==> config.mk <==
export PLATFORM = sky130hd
export DESIGN_NAME = cd_serial_rx
export DESIGN_NICKNAME = d
export VERILOG_FILES = /design/src/rtl/cdrx_pkg.sv /design/src/rtl/cdrx_sync.sv /design/src/rtl/cdrx_slicer.sv /design/src/rtl/cdrx_byte_out.sv /design/src/rtl/cd_serial_rx.sv
export SDC_FILE = /design/constraint.sdc
export NUM_CORES = 1
export LEC_CHECK = 0
export BUFFER_PORTS_ARGS = -buffer_cell sky130_fd_sc_hd__clkbuf_2
export CORE_UTILIZATION = 40
export CTS_CLUSTER_SIZE = 30
export DETAILED_ROUTE_END_ITERATION = 16
export GPL_TIMING_DRIVEN = 0
export PLACE_DENSITY = 0.6
export SYNTH_ARGS = -nofsm -noshare
export SYNTH_HDL_FRONTEND = slang
export SYNTH_SLANG_ARGS = --single-unit
==> constraint.sdc <==
create_clock -name clk -period 3.9 [get_ports clk]
set_clock_uncertainty 0.15 [all_clocks]
set_input_delay 0.585 -clock clk [delete_from_list [all_inputs] [get_ports clk]]
set_output_delay 0.585 -clock clk [all_outputs]
set_load 0.02 [all_outputs]
==> src/rtl/cdrx_pkg.sv <==
package cdrx_pkg;
  localparam int SAMPLE_W = 16;
  localparam int BYTE_W   = SAMPLE_W / 2;
  localparam int IDX_W    = $clog2(2 * SAMPLE_W) + 1;
  localparam logic [IDX_W-1:0] IDX_MAX = '1;

  typedef struct packed {
    logic [SAMPLE_W-1:0] smp;
    logic                err_a;
    logic                err_b;
    logic                left;
  } word_t;

  // Bit clocks per word for the two-bit mode field.
  function automatic logic [IDX_W-1:0] word_clocks(input logic [1:0] mode);
    case (mode)
      2'b00:   return IDX_W'(SAMPLE_W);
      2'b01:   return IDX_W'(SAMPLE_W + BYTE_W);
      default: return IDX_W'(2 * SAMPLE_W);
    endcase
  endfunction
endpackage

==> src/rtl/cdrx_sync.sv <==
module cdrx_sync #(
  parameter int W      = 4,
  parameter int STAGES = 2
) (
  input  logic         clk,
  input  logic         rst,
  input  logic [W-1:0] d,
  output logic [W-1:0] q
);
  logic [W-1:0] chain [STAGES];

  always_ff @(posedge clk) begin
    if (rst) begin
      for (int i = 0; i < STAGES; i++) chain[i] <= '0;
    end else begin
      chain[0] <= d;
      for (int i = 1; i < STAGES; i++) chain[i] <= chain[i-1];
    end
  end

  assign q = chain[STAGES-1];
endmodule

==> src/rtl/cdrx_slicer.sv <==
module cdrx_slicer
  import cdrx_pkg::*;
(
  input  logic       clk,
  input  logic       rst,
  input  logic       bclk,
  input  logic       data,
  input  logic       lrck,
  input  logic       c2,
  input  logic       cfg_rise_edge,
  input  logic       cfg_left_on_low,
  input  logic [1:0] cfg_word_mode,
  input  logic       cfg_lsb_first,
  output logic       word_done,
  output word_t      word
);
  logic             bclk_prev;
  logic             lr_last;
  logic             locked;
  logic [IDX_W-1:0] idx;

  logic             samp_edge;
  logic             lr_change;
  logic [IDX_W-1:0] n_clk;
  logic [IDX_W-1:0] first_cap;
  logic [IDX_W-1:0] k_now;
  logic [IDX_W-1:0] pos;
  logic             capture;

  always_comb begin
    samp_edge = cfg_rise_edge ? (bclk & ~bclk_prev) : (~bclk & bclk_prev);
    lr_change = (lrck != lr_last);
    n_clk     = word_clocks(cfg_word_mode);
    first_cap = n_clk - IDX_W'(SAMPLE_W);
    if (lr_change)            k_now = '0;
    else if (idx == IDX_MAX)  k_now = idx;
    else                      k_now = idx + 1'b1;
    pos     = k_now - first_cap;
    capture = samp_edge && (locked || lr_change) &&
              (k_now >= first_cap) && (k_now < n_clk);
  end

  always_ff @(posedge clk) begin
    if (rst) begin
      bclk_prev <= 1'b0;
      lr_last   <= 1'b0;
      locked    <= 1'b0;
      idx       <= '0;
      word_done <= 1'b0;
      word      <= '0;
    end else begin
      bclk_prev <= bclk;
      word_done <= 1'b0;
      if (samp_edge) begin
        idx     <= k_now;
        lr_last <= lrck;
        if (lr_change) locked <= 1'b1;
      end
      if (capture) begin
        if (cfg_lsb_first) word.smp <= {data, word.smp[SAMPLE_W-1:1]};
        else               word.smp <= {word.smp[SAMPLE_W-2:0], data};
        if (pos == '0) begin
          word.err_a <= c2;
          word.err_b <= 1'b0;
        end else if (pos < IDX_W'(BYTE_W)) begin
          word.err_a <= word.err_a | c2;
        end else begin
          word.err_b <= word.err_b | c2;
        end
        word.left <= cfg_left_on_low ? ~lrck : lrck;
        word_done <= (k_now == n_clk - 1'b1);
      end
    end
  end
endmodule

==> src/rtl/cdrx_byte_out.sv <==
module cdrx_byte_out
  import cdrx_pkg::*;
(
  input  logic              clk,
  input  logic              rst,
  input  logic              word_done,
  input  word_t             word,
  input  logic              cfg_low_first,
  output logic [BYTE_W-1:0] out_byte,
  output logic              out_valid,
  output logic              out_err,
  output logic              out_left
);
  logic              pending;
  logic [BYTE_W-1:0] pend_byte;
  logic              pend_err;
  logic [BYTE_W-1:0] hi_byte;
  logic [BYTE_W-1:0] lo_byte;

  assign hi_byte = word.smp[SAMPLE_W-1:BYTE_W];
  assign lo_byte = word.smp[BYTE_W-1:0];

  always_ff @(posedge clk) begin
    if (rst) begin
      pending   <= 1'b0;
      pend_byte <= '0;
      pend_err  <= 1'b0;
      out_byte  <= '0;
      out_valid <= 1'b0;
      out_err   <= 1'b0;
      out_left  <= 1'b0;
    end else if (word_done) begin
      out_byte  <= cfg_low_first ? lo_byte : hi_byte;
      out_err   <= word.err_a;
      out_left  <= word.left;
      out_valid <= 1'b1;
      pend_byte <= cfg_low_first ? hi_byte : lo_byte;
      pend_err  <= word.err_b;
      pending   <= 1'b1;
    end else if (pending) begin
      out_byte  <= pend_byte;
      out_err   <= pend_err;
      out_valid <= 1'b1;
      pending   <= 1'b0;
    end else begin
      out_valid <= 1'b0;
      out_err   <= 1'b0;
    end
  end
endmodule

==> src/rtl/cd_serial_rx.sv <==
module cd_serial_rx
  import cdrx_pkg::*;
#(
  parameter int SYNC_STAGES = 2
) (
  input  logic              clk,
  input  logic              rst,
  input  logic              cfg_rise_edge,
  input  logic              cfg_left_on_low,
  input  logic [1:0]        cfg_word_mode,
  input  logic              cfg_lsb_first,
  input  logic              cfg_low_first,
  input  logic              sd_bclk,
  input  logic              sd_data,
  input  logic              sd_lrck,
  input  logic              sd_c2,
  output logic [BYTE_W-1:0] out_byte,
  output logic              out_valid,
  output logic              out_err,
  output logic              out_left
);
  localparam int NSIG = 4;

  logic [NSIG-1:0] raw_in;
  logic [NSIG-1:0] syn_in;
  logic            word_done;
  word_t           word;

  assign raw_in = {sd_bclk, sd_data, sd_lrck, sd_c2};

  cdrx_sync #(.W(NSIG), .STAGES(SYNC_STAGES)) u_sync (
    .clk (clk),
    .rst (rst),
    .d   (raw_in),
    .q   (syn_in)
  );

  cdrx_slicer u_slicer (
    .clk             (clk),
    .rst             (rst),
    .bclk            (syn_in[3]),
    .data            (syn_in[2]),
    .lrck            (syn_in[1]),
    .c2              (syn_in[0]),
    .cfg_rise_edge   (cfg_rise_edge),
    .cfg_left_on_low (cfg_left_on_low),
    .cfg_word_mode   (cfg_word_mode),
    .cfg_lsb_first   (cfg_lsb_first),
    .word_done       (word_done),
    .word            (word)
  );

  cdrx_byte_out u_out (
    .clk           (clk),
    .rst           (rst),
    .word_done     (word_done),
    .word          (word),
    .cfg_low_first (cfg_low_first),
    .out_byte      (out_byte),
    .out_valid     (out_valid),
    .out_err       (out_err),
    .out_left      (out_left)
  );
endmodule

; Word level (Yosys, flattened, before mapping)
; Memories as Yosys holds them, arrays and structs flattened.
; Index checks and enable logic that the tools add are counted.
[classes]
n_addsub = 4
n_lt_le_gt_ge = 3
eq_ne = 5
n_mux = 23
bitwise = 10
n_reduce_logical = 12
[op_table]
columns = op, count
row1 = 8-bit 2-to-1 mux, 4
row2 = 16-bit 2-to-1 mux, 1
row3 = 1-bit 2-to-1 mux, 12
row4 = 6-bit 2-to-1 mux, 2
row5 = 6-bit one-hot mux with 2 select lines, 1
row6 = 4-bit 2-to-1 mux, 2
row7 = 6-bit by 1-bit adder with 6-bit output (second input constant), 1
row8 = 6-bit equality test, 1
row9 = 6-bit equality test (second input constant), 1
row10 = 6-bit greater-or-equal comparator, 1
row11 = 6-bit logical NOT, 1
row12 = 6-bit by 4-bit < comparator with 1-bit output (second input constant), 1
row13 = 6-bit < comparator, 1
row14 = 2-bit AND reduction, 3
row15 = 6-bit by 1-bit subtractor with 6-bit output (second input constant), 1
row16 = 6-bit by 5-bit subtractor with 6-bit output (second input constant), 1
row17 = 6-bit subtractor, 1
row18 = 1-bit NOT, 4
row19 = 1-bit bitwise OR, 4
row20 = 2-bit nonzero test, 2
row21 = 1-bit logical AND, 3
row22 = 1-bit bitwise AND, 2
row23 = 2-bit by 1-bit equality test with 1-bit output (second input constant), 1
row24 = 2-bit logical NOT, 1
row25 = 5 further kinds, 5
[totals]
register_bits = 50
ram_bits = 8
inputBits = 12
mem_count = 1
[mem_list]
columns = memory, words, width, read_ports, rd_ports_with_merged_regs, wr, line_no
row1 = u_sync.chain, 2, 4, 2, 0, 2, cdrx_sync.sv:10  ; logic [W-1:0] chain [STAGES];

; Logic depth before layout (Yosys ltp)
[depth]
ltp_word = 8
mapped_depth = 14
mapped_depth_nobuf = 13

; Modules after synthesis
; Synthesis repeated with hierarchy kept, for this count alone.
[unflattened]
cells_unflattened = 290
area_unflattened_um2 = 2864.0
[by_module_without_submodules]
columns = mod, instances, cells_each, area_per_inst_um2, seq_area_each_um2
row1 = cdrx_slicer, 1, 181, 1696.6, 580.6
row2 = cdrx_byte_out, 1, 89, 927.1, 420.4
row3 = cdrx_sync, 1, 20, 240.2, 160.2

; Least setup slack after synthesis
; No wires, ideal clock.
[synth_timing]
path_type = register -> register
start = register u_slicer.idx[0]
end = register, netlist name u_slicer.word[2]
t_arrival_ns = 2.710
setup_slack_ns = 0.923
stages_incl_launch_ff = 13
path_buffers = 0
synth_period_minus_slack_ns = 2.977
cell_sequence = dfxtp_1 > ha_1 > and2_1 > nand2b_1 > and3_1 > nor3_1 > inv_1 > ha_1 > fa_1 > nand3_1 > mux2i_2 > a21oi_1 > a32o_1
[synth_via]
elab_chain_len = 7
[synth_lines]
columns = item, line_no
row1 = from (decl), cdrx_slicer.sv:20  ; logic [IDX_W-1:0] idx;
row2 = from (signal assigned), cdrx_slicer.sv:55  ; idx <= k_now;
row3 = 6-bit by 1-bit adder with 6-bit output / 6-bit equality test (equally long branches), "cdrx_slicer.sv:37, cdrx_slicer.sv:36"
row4 = 6-bit 2-to-1 mux *, cdrx_slicer.sv:36  ; else if (idx == IDX_MAX) k_now = idx;
row5 = 6-bit 2-to-1 mux *, cdrx_slicer.sv:35  ; if (lr_change) k_now = '0;
row6 = 6-bit subtractor / 6-bit greater-or-equal comparator (equally long branches), "cdrx_slicer.sv:38, cdrx_slicer.sv:40"
row7 = 6-bit by 4-bit < comparator with 1-bit output (tied with other cells), cdrx_slicer.sv:65  ; end else if (pos < IDX_W'(BYTE_W)) begin
row8 = 2-bit nonzero test (no line) / 1-bit logical AND (equally long branches), n/a
row9 = 2-bit AND reduction (no line), n/a
; Every way passes the cells marked *; elsewhere a longest branch is shown, timed or not.
; A chain may end at the register's enable or synchronous reset.

; Worst setup path in the final report
[layout_timing]
start = register u_slicer.idx[0]
end = register, netlist name u_slicer.word[5]
[layout_via]
elab_chain_len = 6
[layout_lines]
columns = item, line_no
row1 = 6-bit by 1-bit adder with 6-bit output / 6-bit equality test (equally long branches), "cdrx_slicer.sv:37, cdrx_slicer.sv:36"
row2 = 6-bit 2-to-1 mux *, cdrx_slicer.sv:36
row3 = 6-bit 2-to-1 mux *, cdrx_slicer.sv:35
row4 = 6-bit greater-or-equal comparator, cdrx_slicer.sv:40  ; (k_now >= first_cap) && (k_now < n_clk);
row5 = 1-bit logical AND, cdrx_slicer.sv:39  ; capture = samp_edge && (locked || lr_change) &&
row6 = 1-bit logical AND *, cdrx_slicer.sv:40
; Marks and branches as above.

==> results by stage <==
Critical path:
- Counting stages on the worst path, the most repeated cell is ha_1.
- The critical path goes through ha_1, and2_1, nand2b_1, and3_1, nor3_1, inv_1, ha_1, and3b_1, o211a_1, o21ai_1, a21oi_4, buf_6, nor2_1, a211oi_2.
- The category of the worst setup path capture point is a flip-flop.
- The worst stage delay on the critical path is 0.44 ns.
- The setup path with the least slack is of type flip-flop to flip-flop.
- Data on the critical path is required at its endpoint by 4.00 ns.
- The arrival time reported for the critical path endpoint is 3.61 ns.
- The worst-path cell with the longest stage delay is dfxtp_1.
- Of all nets on the critical path, the largest fanout is 10.
- The type of element launching the critical path is a flip-flop.

Pwr:
- Summed over all cells, the static leakage comes to 0.00116 uW.
- The worst-case IR drop observed on VDD is 157 uV.
- Dividing total power by cell area gives a power density of 361 mW/mm2.

Timing:
- The setup total negative slack is 0 ns.
- The final hold violation count is 0.
- The final critical delay including setup and external delays is 3.51 ns.
- The count of final max-slew check failures is 0.
- The fmax is 0.285 GHz.
- Setup repair after global routing left no endpoint under its margin.
- Setup violations remaining at the end of the flow were counted as 0.
- For the pin with the worst max-slew slack, the measured transition is 0.681 ns.
- Dividing the final minimum period by the clock period gives 0.900.
- In this run the tightest slew margin relative to its limit is 0.546.

Global routing:
- The wire length of the first global-routing pass is 9950 um.
- Entering global routing, the biggest net connects 11 pins.
- The via count of the first global-routing pass is 2,042.
- For this run, the total global-route usage over all layers was measured as 0.174.
- The number of antenna violations at the first check in global routing is 0.
- The total congestion overflow after global routing is 0.

Logic synthesis:
- The number of enable flip-flop cells after synthesis is 0.
- By area the synthesized netlist is led by dfxtp_1 (42%), mux2i_1 (13%), a211oi_1 (8.6%).
- The cell taking the most area after synthesis is dfxtp_1.
- The leading register cell type out of synthesis is dfxtp_1.
- The number of standard cells after synthesis is 288.
- The fraction of registers with async set or reset after synthesis is 0.
- The number of warnings printed during yosys synthesis is 0.
- The post-synthesis net count is 306.
- In this run the mean area of a mapped cell was 9.69 um2.
- Of the synthesized area, sequential elements account for 0.416.
- The total standard cell area after synthesis is 0.00279 mm2.
- The portion of synthesized cell area occupied by the leading cell type is 0.416.
- The number of synthesized register bits is 58.
- The number of different library cells used by synthesis comes to 44.

Drt:
- For this block, the initial DRC count from the detailed router was 62.
- The routed layout has 2,105 vias.
- In the detailed route, the total length drawn on met2 is 2410 um.
- The routed length per instance is 14.2 um.
- The detail route stage leaves a number of antenna-violating nets equal to 0.
- The pre-antenna-repair detailed-routing pass consisted of 10 iterations.
- The detailed router put a total of 2980 um of wire on met1.
- The top layer used by detailed routing is met4.
- For this block, the routed nets add up to 5680 um of wire.
- For this run, design rule violations remaining after detail routing come to 2.
- The via density per instance is 5.25.
- The met3 layer wire length in the routed design is 150 um.

Floorplanning:
- The y dimension of the die is 85.5 um.
- The I/O pin total is 23.
- The horizontal extent of the die is 85.5 um.
- The row count is 30.
- In this run the standard cell core region covers 0.00676 mm2.
- The area of the die is 0.00732 mm2.
- The initial core utilization is 0.413.

CTS:
- The number of buffers on the longest clock path is 2.
- The number of buffers added by the clock tree synthesis step is 9.
- At the later pin of the worst-skew pair, clock insertion delay measures 0.34 ns.
- The post-CTS setup buffer count is 0.
- For this design, the CTS-stage hold fixing added 0 buffers.
- The clock root buffer is clkbuf_8.
- The H-tree was split into 3 levels.
- The number of gates resized after cts is 0.
- The number of clock sinks seen by CTS is 58.
- The TritonCTS clock tree is built.
- The clock-pin transition on the worst setup and hold timing paths is 0.06 ns.

Finish:
- The number of filler cells placed in the layout is 672.
- The finished layout cell area is 0.00315 mm2.
- The fraction of layout cells with a size suffix above 1 is 0.171.
- The area added between synthesis and finish is 12.9%.
- The non-filler instance count after layout is 401.
- The net count of the finished layout is 337.
- The repair_antennas step left the layout with diodes totalling 0.

Min path:
- The classification of the worst-slack hold path is flip-flop to flip-flop.

Placed design:
- The routability congestion estimate is 0.797.
- In this run the tool buffered the top-level ports with 20 buffer cells.
- The final HPWL from detailed placement is 4150 um.
- After detailed placement, the design holds a cell count of 388.
- The area after detailed placement is 0.00299 mm2.

Status:
- The final reports fail on design-rule violations.
- The run finished, with violations left.

Flow run:
- Max-cap violations in this run came to 0.
sequential cells by signal (all words and copies together), names as in the netlist:
register / flops
u_out.out_byte: 8
u_slicer.word_done: 1
u_slicer.locked: 1
u_out.pending: 1
u_slicer.lr_last: 1
u_slicer.bclk_prev: 1
u_sync.chain: 8
u_out.out_valid: 1
u_out.out_left: 1
u_out.pend_err: 1
u_out.out_err: 1
u_slicer.word: 19
u_slicer.idx: 6
u_out.pend_byte: 8
cell type report:
class | count | area (um2) | area share
clock buffer | 13 | 159 | 0.0504
buffer | 21 | 101 | 0.0322
sequential | 58 | 1160 | 0.369
inverter | 6 | 22.5 | 0.00715
timing repair buffer | 20 | 100 | 0.0318
tap | 80 | 100 | 0.0318
multi-input combinational | 203 | 1510 | 0.478
worst max-delay path: cells and delay by family (launching register included):
kind | cells | cell delay [ns]
AO/OA/AOI/OAI | 4 | 0.77
AND/OR/NAND/NOR | 6 | 1.05
adder cells (fa/ha/maj) | 2 | 0.70
flip-flops | 1 | 0.44
buffers and inverters | 2 | 0.29
power breakdown:
part	switching, uW	internal (uW)
clock network	215	255
registers	4.12	598
logic	39.1	26.7
cell usage in the layout, fill, tap and decap left out, drive strengths merged, types with 5 or more instances in the layout:
cell    synthesis  final
clkbuf         12     45
a21oi           9      9
nor2           38     38
buf             9      9
ha              5      5
dfxtp          58     58
mux2i          38     38
a211oi         43     43
inv             6      6
nor2b          22     22
nand2           9      9
final timing paths:
| path | from | slack (ns) | endpoint | cells after the start |
|---|---|---|---|---|
| hold reg to reg | u_sync.chain[0][1] | 0.29 | u_sync.chain[0][5] | 1 |
| setup / recovery | u_slicer.idx[0] | 0.39 | u_slicer.word[5] | 14 |
| setup reg to reg | u_slicer.idx[0] | 0.39 | u_slicer.word[5] | 14 |
| hold / removal | u_sync.chain[0][1] | 0.29 | u_sync.chain[0][5] | 1 |
through the flow:
| step | hold WS, ns | utilization | total power [uW] | setup slack (ns) |
|---|---|---|---|---|
| 6_report | 0.286 | 0.466 | 1140 | 0.391 |
| 5_1_grt | 0.312 | 0.466 | 1180 | 0.0168 |
| 4_1_cts | 0.288 | 0.466 | 1150 | 0.410 |
| 3_5_place_dp | 0.274 | 0.443 | 682 | 0.422 |
| 3_3_place_gp | 0.267 | 0.443 | 681 | 0.514 |
| 2_1_floorplan | 0.264 | - | 663 | 0.923 |
cells in the mapped netlist, types with 2 or more instances:
cell / count
nor3_1: 3
nand2_1: 9
nor2b_1: 22
nand2b_1: 2
mux2i_1: 37
buf_2: 3
clkbuf_1: 12
buf_6: 2
inv_1: 6
and3_1: 2
nand3_1: 3
nor2_1: 38
a211oi_2: 11
and2_1: 2
o22ai_1: 2
a21oi_1: 7
buf_1: 3
o21ai_0: 3
a211oi_1: 32
ha_1: 5
xnor2_1: 4
dfxtp_1: 58
cells by family (layout without fill, tap and decap cells):
logic type / count (synthesis) / count (layout) / synth area share
xor gates and xnor gates: 5 / 5 / 0.0184
and+or+nand+nor: 88 / 88 / 0.158
AOI/OAI and AO/OA: 66 / 66 / 0.196
muxes: 38 / 38 / 0.138
DFF: 58 / 58 / 0.416
adders and majority gates: 6 / 6 / 0.0296
buffers and inverters: 27 / 60 / 0.0444
per-layer routing:
| metal | vias up | track usage |
|---|---|---|
| met1 | 969 | 0.241 |
| met4 | 0 | 0.0909 |
| met5 | - | 0 |
| met2 | 30 | 0.259 |
| met3 | 10 | 0.0308 |
| li1 | 1096 | - |
No activity file was read; power rests on OpenSTA's default activity.
